**src/rtl/aggr_pkg.sv**
```systemverilog
package aggr_pkg;
  localparam int DW = 32;
  localparam int AW = 8;

  typedef logic [DW-1:0] word_t;
  typedef logic [AW-1:0] addr_t;

  // first-level register offsets
  localparam addr_t OFS_FWSEG   = 8'h24;
  localparam addr_t OFS_FWSIZE  = 8'h28;
  localparam addr_t OFS_HCTL    = 8'h30;
  localparam addr_t OFS_HMASK   = 8'h34;
  localparam addr_t OFS_HSTAT   = 8'h38;
  localparam addr_t OFS_ERRADDR = 8'h40;
  // second-level register offsets
  localparam addr_t OFS_MSTAT   = 8'h50;
  localparam addr_t OFS_MMASK   = 8'h54;
  localparam addr_t OFS_MPOL    = 8'h58;
  localparam addr_t OFS_MIN     = 8'h5C;

  localparam word_t FWSIZE_RST = 32'h0200_0000;
  localparam word_t ALL_ONES   = '1;
endpackage

```
**src/rtl/req_latch.sv**
```systemverilog
module req_latch
  import aggr_pkg::*;
#(
  parameter int NUM_REQ = 17,
  parameter int NUM_ERR = 6,
  parameter int ERR_LSB = 2
) (
  input  logic               clk,
  input  logic               rst_n,
  input  logic [NUM_REQ-1:0] req,
  input  logic [NUM_ERR-1:0] err,
  input  logic               clr_en,
  input  word_t              clr_bits,
  output word_t              stat
);
  localparam int REQ_LSB = DW - NUM_REQ;
  localparam int ERR_MSB = ERR_LSB + NUM_ERR - 1;

  logic [NUM_REQ-1:0] req_q;
  word_t set_vec;
  word_t clr_vec;
  word_t stat_d;

  // previous request levels for edge detection
  always_ff @(posedge clk) begin
    if (!rst_n) req_q <= '0;
    else        req_q <= req;
  end

  // per-bit source of a set: request rise, error level, or none
  for (genvar b = 0; b < DW; b++) begin : g_set
    if (b >= REQ_LSB) begin : g_req
      assign set_vec[b] = req[DW-1-b] & ~req_q[DW-1-b];
    end else if (b >= ERR_LSB && b <= ERR_MSB) begin : g_err
      assign set_vec[b] = err[b-ERR_LSB];
    end else begin : g_none
      assign set_vec[b] = 1'b0;
    end
  end

  assign clr_vec = clr_en ? clr_bits : '0;
  // a set in the same cycle overrides the clear
  assign stat_d  = (stat & ~clr_vec) | set_vec;

  always_ff @(posedge clk) begin
    if (!rst_n) stat <= '0;
    else        stat <= stat_d;
  end


  stat_sticky_chk: assert property (@(posedge clk) disable iff (!rst_n)
    !clr_en |=> ((stat & $past(stat)) == $past(stat)));


  set_wins_chk: assert property (@(posedge clk) disable iff (!rst_n)
    (set_vec != '0) |=> ((stat & $past(set_vec)) == $past(set_vec)));
endmodule

```
**src/rtl/host_regs.sv**
```systemverilog
module host_regs
  import aggr_pkg::*;
#(
  parameter int EN_BIT = 31
) (
  input  logic  clk,
  input  logic  rst_n,
  input  logic  wr,
  input  addr_t addr,
  input  word_t wdata,
  input  word_t stat,
  output word_t ctl,
  output word_t mask,
  output word_t fwseg,
  output word_t fwsize,
  output logic  host_out
);
  always_ff @(posedge clk) begin
    if (!rst_n) begin
      ctl    <= '0;
      mask   <= '0;
      fwseg  <= '0;
      fwsize <= FWSIZE_RST;
    end else if (wr) begin
      case (addr)
        OFS_HCTL:   ctl    <= wdata;
        OFS_HMASK:  mask   <= wdata;
        OFS_FWSEG:  fwseg  <= wdata;
        OFS_FWSIZE: fwsize <= wdata;
        default: ;
      endcase
    end
  end

  assign host_out = ctl[EN_BIT] && ((stat & mask) != '0);


  host_disable_chk: assert property (@(posedge clk) disable iff (!rst_n)
    (wr && addr == OFS_HCTL && !wdata[EN_BIT]) |=> !host_out);
endmodule

```
**src/rtl/master_latch.sv**
```systemverilog
module master_latch
  import aggr_pkg::*;
#(
  parameter int IN_BIT = 11
) (
  input  logic  clk,
  input  logic  rst_n,
  input  logic  host_in,
  input  logic  wr,
  input  addr_t addr,
  input  word_t wdata,
  output word_t mst_stat,
  output word_t mst_mask,
  output word_t mst_pol,
  output word_t mst_in,
  output logic  irq
);
  logic  clr_en;
  word_t stat_d;

  assign mst_in = word_t'(host_in) << IN_BIT;
  assign clr_en = wr && (addr == OFS_MSTAT);
  assign stat_d = (mst_stat & ~(clr_en ? wdata : '0)) | (mst_in & mst_mask);

  always_ff @(posedge clk) begin
    if (!rst_n) begin
      mst_stat <= '0;
      mst_mask <= '0;
      mst_pol  <= '0;
    end else begin
      mst_stat <= stat_d;
      if (wr && addr == OFS_MMASK) mst_mask <= wdata;
      if (wr && addr == OFS_MPOL)  mst_pol  <= wdata;
    end
  end

  assign irq = (mst_stat != '0);


  latch_set_chk: assert property (@(posedge clk) disable iff (!rst_n)
    (host_in && mst_mask[IN_BIT]) |=> mst_stat[IN_BIT]);


  irq_fall_chk: assert property (@(posedge clk) disable iff (!rst_n)
    $fell(irq) |-> $past(clr_en));
endmodule

```
**src/rtl/irq_aggregator.sv**
```systemverilog
module irq_aggregator
  import aggr_pkg::*;
#(
  parameter int NUM_REQ = 17,
  parameter int NUM_ERR = 6,
  parameter int ERR_LSB = 2,
  parameter int EN_BIT  = 31,
  parameter int IN_BIT  = 11
) (
  input  logic               clk,
  input  logic               rst_n,
  input  logic [NUM_REQ-1:0] req_lines,
  input  logic [NUM_ERR-1:0] err_evt,
  input  logic               reg_wr,
  input  logic [AW-1:0]      reg_addr,
  input  logic [DW-1:0]      reg_wdata,
  output logic [DW-1:0]      reg_rdata,
  output logic               irq_out
);
  word_t h_stat, h_ctl, h_mask, h_fwseg, h_fwsize;
  word_t m_stat, m_mask, m_pol, m_in;
  logic  h_out;
  logic  h_clr;

  assign h_clr = reg_wr && (reg_addr == OFS_HSTAT);

  req_latch #(.NUM_REQ(NUM_REQ), .NUM_ERR(NUM_ERR), .ERR_LSB(ERR_LSB)) u_req (
    .clk      (clk),
    .rst_n    (rst_n),
    .req      (req_lines),
    .err      (err_evt),
    .clr_en   (h_clr),
    .clr_bits (reg_wdata),
    .stat     (h_stat)
  );

  host_regs #(.EN_BIT(EN_BIT)) u_host (
    .clk      (clk),
    .rst_n    (rst_n),
    .wr       (reg_wr),
    .addr     (reg_addr),
    .wdata    (reg_wdata),
    .stat     (h_stat),
    .ctl      (h_ctl),
    .mask     (h_mask),
    .fwseg    (h_fwseg),
    .fwsize   (h_fwsize),
    .host_out (h_out)
  );

  master_latch #(.IN_BIT(IN_BIT)) u_mst (
    .clk      (clk),
    .rst_n    (rst_n),
    .host_in  (h_out),
    .wr       (reg_wr),
    .addr     (reg_addr),
    .wdata    (reg_wdata),
    .mst_stat (m_stat),
    .mst_mask (m_mask),
    .mst_pol  (m_pol),
    .mst_in   (m_in),
    .irq      (irq_out)
  );

  always_comb begin
    case (reg_addr)
      OFS_FWSEG:   reg_rdata = h_fwseg;
      OFS_FWSIZE:  reg_rdata = h_fwsize;
      OFS_HCTL:    reg_rdata = h_ctl;
      OFS_HMASK:   reg_rdata = h_mask;
      OFS_HSTAT:   reg_rdata = h_stat;
      OFS_ERRADDR: reg_rdata = '0;
      OFS_MSTAT:   reg_rdata = m_stat;
      OFS_MMASK:   reg_rdata = m_mask;
      OFS_MPOL:    reg_rdata = m_pol;
      OFS_MIN:     reg_rdata = m_in;
      default:     reg_rdata = ALL_ONES;
    endcase
  end


  clear_then_set_chk: assert property (@(posedge clk) disable iff (!rst_n)
    (reg_wr && reg_addr == OFS_MSTAT && h_out && m_mask[IN_BIT]) |=> irq_out);
endmodule

```
**config.mk**
```make
export PLATFORM = sky130hd
export DESIGN_NAME = irq_aggregator
export DESIGN_NICKNAME = d
export VERILOG_FILES = /design/src/rtl/aggr_pkg.sv /design/src/rtl/req_latch.sv /design/src/rtl/host_regs.sv /design/src/rtl/master_latch.sv /design/src/rtl/irq_aggregator.sv
export SDC_FILE = /design/constraint.sdc
export NUM_CORES = 1
export LEC_CHECK = 0
export BUFFER_PORTS_ARGS = -buffer_cell sky130_fd_sc_hd__buf_2
export CELL_PAD_IN_SITES_DETAIL_PLACEMENT = 0
export CELL_PAD_IN_SITES_GLOBAL_PLACEMENT = 1
export CORE_MARGIN = 1.5
export CORE_UTILIZATION = 47
export CTS_BUF_LIST = sky130_fd_sc_hd__clkbuf_8
export DETAILED_ROUTE_END_ITERATION = 6
export HOLD_SLACK_MARGIN = 0.1
export PLACE_DENSITY_LB_ADDON = 0.15
export SYNTH_ARGS = -nofsm -noshare
export SYNTH_HDL_FRONTEND = slang
export SYNTH_SLANG_ARGS = --single-unit
```
**constraint.sdc**
```tcl
create_clock -name clk -period 2.8 [get_ports clk]
set_input_delay 0.56 -clock clk [delete_from_list [all_inputs] [get_ports clk]]
set_output_delay 0.56 -clock clk [all_outputs]
set_load 0.03 [all_outputs]
```
Yosys cells after proc, flatten, opt, wreduce, memory -nomap -nowiden
Cells that the tools add are included.
- equality and inequality tests: 10
- muxes and demuxes: 3
- bitwise logic cells: 42
- reduce and logical (&&, ||, !) cells: 11
- operators by type and width (kind ; count):
    case mux 32 bit (10 select lines) ; 1
    AND 32 bit ; 3
    two-way mux 32 bit ; 2
    NOT 32 bit ; 2
    OR 32 bit ; 2
    nonzero test 32 bit ; 2
    equality test 8 x 6 -> 1 bit (second input constant) ; 5
    equality test 8 x 7 -> 1 bit (second input constant) ; 5
    AND 12 x 32 -> 32 bit ; 1
    AND 1 bit ; 17
    NOT 1 bit ; 17
    AND reduction 2 bit ; 4
    logical AND 1 bit ; 5
- flip-flop bits (word level): 273
- input bits: 66
- output and inout bits: 33
- logic and storage cells: 75

Longest topological paths before layout
- word-level depth: 6
- depth in mapped cells: 9
- gate-level depth less buffers: 5

By module
A second synthesis with hierarchy kept.
- cell total of the unflattened synthesis: 1569
- area, all modules: 14490.1 µm²
- by module, submodules not included (module ; instances ; cells each ; area an instance (µm²) ; sequential area each (µm²)):
    host_regs ; 1 ; 640 ; 5936.9 ; 2562.5
    master_latch ; 1 ; 396 ; 3769.9 ; 1921.8
    irq_aggregator ; 1 ; 370 ; 3086.7 ; 0.0
    req_latch ; 1 ; 163 ; 1696.6 ; 980.9

Worst setup path after synthesis
Ideal clock, no wire load.
- kind: in2out
- start point: in reg_addr[4]
- end point: out reg_rdata[26]
- arrival time: 2.158 ns
- required time: 2.240 ns
- path slack: 0.082 ns
- cell stages on the path: 7
- buffers on the path: 4
- cells stage by stage: buf_2 > nor4bb_1 > buf_2 > buf_2 > buf_2 > a222oi_1 > o211ai_1
- word-level cells in the longest chain between the ends: 2
- elaborated cells between the ends (all ways): 11
- classes of those cells: 10 x eq/ne; 1 x mux
- RTL lines (element ; line ; text):
    start, declared ; irq_aggregator.sv:15 ; input logic [AW-1:0] reg_addr,
    equality test 8 x 7 -> 1 bit or equality test 8 x 6 -> 1 bit (tied branches) ; irq_aggregator.sv:66 ; case (reg_addr)
    case mux 32 bit (10 select lines) * ; irq_aggregator.sv:66 ;
    end, declared ; irq_aggregator.sv:17 ; output logic [DW-1:0] reg_rdata,
Every way passes the cells marked *; elsewhere a longest branch is shown, timed or not.

Worst setup path after layout
- start point: in reg_addr[7]
- end point: out reg_rdata[27]
The elaborated chain is that of the path after synthesis.

==> impl_metrics.env <==
export IMPL_status="finished with violations"
export IMPL_violations="design-rule violations, negative setup slack"
export IMPL_grt_pass1_wl_um=64900
export IMPL_io_pins=99
export IMPL_path_clk_slew_ns=0.06
export IMPL_num_vias=11400
export IMPL_rsz0062_at_grt="yes"
export IMPL_period_minus_slack_ns=2.80
export IMPL_first_iter_violations=1258
export IMPL_routed_via_density=5.93
export IMPL_slowest_stage="nand4bb_1"
export IMPL_async_flop_share_pct=0
export IMPL_antenna_left=0
export IMPL_hold_class="input port to flip-flop"
export IMPL_cts_root_buf="clkbuf_8"
export IMPL_synthTopCellsByArea="dfxtp_1, nand2_1, a21boi_0"
export IMPL_portBuffers=98
export IMPL_wire_per_inst_um=22.7
export IMPL_cp_max_fo=12
export IMPL_clock_path_buffers=3
export IMPL_tightestPinTransition_ns=0.673
export IMPL_finalMaxSlewViolations=0
export IMPL_setup_viol=1
export IMPL_yosysMostFrequentCell="nand2_1"
export IMPL_ys_types=48
export IMPL_synthAdderAreaFrac_pct=0
export IMPL_finClkSkew_ns=0.0186
export IMPL_powerDensity_nw_per_um2=571
export IMPL_intPower_uw=6240
export IMPL_muxShareOfSynthArea_pct=0.758
export IMPL_synth_xor_area_share_pct=0
export IMPL_fp_dieW_um=163
export IMPL_ir_worst_vdd_mv=0.426
export IMPL_slew_headroom_pct=55.1
export IMPL_syn_num_nets=1530
export IMPL_synth_top_area_cell="dfxtp_1"
export IMPL_crit_top_cell="buf_2"
export IMPL_holdWs_ns=0.198
export IMPL_drc=12
export IMPL_postRouteWirelength_um=43600
export IMPL_grtUsageTotal_pct=32.4
export IMPL_cpPeakStageDelay_ns=0.38
export IMPL_critical_path_class="input port to output port"
export IMPL_drive_above_1_share_pct=19.0
export IMPL_period_share_pct=100
export IMPL_synth_compound_area_share_pct=24.4
export IMPL_synthTopCellsByCount="nand2_1, dfxtp_1, a21boi_0"
export IMPL_synth_warnings=0
export IMPL_path_cells="buf_2 > nand4bb_1 > nor3_4 > buf_4 > clkbuf_16 > a221oi_1 > nand3_1 > buf_2"
export IMPL_cts_sinks=273
export IMPL_cp_end_kind="output port"
export IMPL_synth_simple_area_share_pct=22.9
export IMPL_syn_inst=1464
export IMPL_numCtsBuffers=46
export IMPL_maxCapViolations=0
export IMPL_first_global_vias=10500
export IMPL_synth_seq_cells=273
export IMPL_fmax_mhz=357
export IMPL_drt_pass1_iter_count=7
export IMPL_finalSetupTns_ns=-0.00230
export IMPL_critPathTopFamily="simple AND/OR/NAND/NOR gates"
export IMPL_grt_max_degree=88
export IMPL_power_frac_seq_pct=48.3
export IMPL_gp_congestion=0.891
export IMPL_p_sw_uw=1980
export IMPL_synth_edff_count=0
export IMPL_clk_latency_ns=0.57
export IMPL_hpwlAfterDp_um=28900
export IMPL_synth_top_family_by_area="compound AO/OA/AOI/OAI gates"
export IMPL_n_antenna_cell=0
export IMPL_die_h_um=163
export IMPL_start_kind="input port"
export IMPL_netlist_area_um2=12100
export IMPL_pwr_share_comb_pct=5.6
export IMPL_cp_required_ns=2.24
export IMPL_overflow=0
export IMPL_final_nets=1622
export IMPL_ctsHtreeMaxLevel=2
export IMPL_fill_cells=2332
export IMPL_synth_seq_area_share_pct=45.3
export IMPL_start_util_pct=47.9
export IMPL_cts_tree="yes"
export IMPL_hold_buffers=0
export IMPL_switching_share_pct=24.0
export IMPL_min_from="req_lines[11]"
export IMPL_dieArea_um2=26600
export IMPL_crit_path_start="reg_addr[7]"
export IMPL_coreArea_um2=25200
export IMPL_layout_setup_ws_ns=-0.00230
export IMPL_synth_top_cell_area_share_pct=45.3
export IMPL_yosys_most_used_dff="dfxtp_1"
export IMPL_arrival_ns=2.24
export IMPL_area_growth_pct=19.4
export IMPL_postSynthAreaPerCell_um2=8.23
export IMPL_r2r_start="u_host.mask[18]$_SDFFE_PN0P_"
export IMPL_pwr_share_clk_pct=46.1
export IMPL_antenna_found_initial=0
export IMPL_rows=58
export IMPL_hold_viol_final=0
export IMPL_crit_buf_inv=4
export IMPL_p_leak_uw=0.00501
-- sequential cells by signal, summed over array words and instances, names as in the netlist --
register        flops
u_host.ctl         32
u_host.fwseg       32
u_host.fwsize      32
u_host.mask        32
u_mst.mst_mask     32
u_mst.mst_pol      32
u_mst.mst_stat     32
u_req.stat         32
u_req.req_q        17
-- timing repair --
action / CTS / global route
gates cloned: 0 / 1
setup buffers: 0 / 6
endpoints found under the setup margin: 5 / 27
pin swaps: 4 / 12
resized for setup: 11 / 67
-- kinds of logic (layout without fill, tap and decap cells) --
kind of cell / count (synthesis) / count (layout)
buffers and inverters: 153 / 281
flip-flops: 273 / 273
multiplexers: 9 / 9
AO/OA/AOI/OAI: 405 / 405
AND/OR/NAND/NOR: 624 / 624
-- cell type report --
class	instances	area, µm²	share of cell area (%)
tap	330	413	2.87
multi-input combinational	1038	5960	41.4
inverter	1	3.75	0.0261
timing repair buffer	196	1550	10.8
clock inverter	23	155	1.08
sequential	273	5470	38.0
clock buffer	61	840	5.83
-- worst reg2reg max path, cell delays in order, from the launching register on --
cell and delay, ns:
dfxtp_1 0.34, a22oi_2 0.24, nand4_1 0.16, or4_4 0.59, a32oi_1 0.21, nor2b_1 0.06
-- worst paths after layout --
path                                      to  slack (ns)  cells after the start
max                            reg_rdata[27]      -0.002                      8
min               u_req.req_q[11]$_SDFF_PN0_        0.20                      2
max reg2reg    u_mst.mst_stat[11]$_SDFF_PN0_        1.10                      5
min reg2reg  u_mst.mst_mask[10]$_SDFFE_PN0P_        0.45                      2
-- cells in the final DEF, fill, tap and decap left out, types with 8 or more instances in the layout --
cell      count
nand2_1     469
dfxtp_1     271
a21boi_0    156
buf_2        81
buf_4        77
a21oi_1      74
clkbuf_8     61
a22oi_1      60
nor2b_1      41
a21boi_1     35
a222oi_1     29
nand4_1      24
a22o_1       21
and2_1       18
inv_1        16
buf_12       16
buf_6        13
nor2_1       12
nand3_1      12
and3_1       11
mux2i_1       8
-- per-stage QoR --
stage | util, % | instances | cell area, µm² | power [µW] | setup WS, ns
3_5_place_dp | 51.9 | 1831 | 13100 | 4480 | -0.0658
2_1_floorplan | - | 1464 | 12100 | 4300 | 0.0821
5_1_grt | 57.1 | 1922 | 14400 | 8470 | -0.0215
6_report | 57.1 | 1922 | 14400 | 8220 | -0.00230
3_3_place_gp | 51.9 | 1831 | 13100 | 4480 | -0.0206
4_1_cts | 56.0 | 1915 | 14100 | 8230 | 0.00324
-- power groups by stage --
stage | Sequential [µW] | Clock [µW] | Combinational [µW]
4_1_cts | 3970 | 3830 | 424
3_3_place_gp | 4060 | 0 | 420
5_1_grt | 3970 | 4010 | 484
3_5_place_dp | 4060 | 0 | 422
6_report | 3970 | 3790 | 456
2_1_floorplan | 4030 | 0 | 272
-- routing by layer --
layer	vias up	wire [µm]	global-route usage (%)
met4	0	1450	11.9
met1	5501	19100	44.5
met2	559	18900	49.7
li1	5230	-	-
met5	-	0	0
met3	105	4100	6.98
No activity file was read; power rests on OpenSTA's default activity.
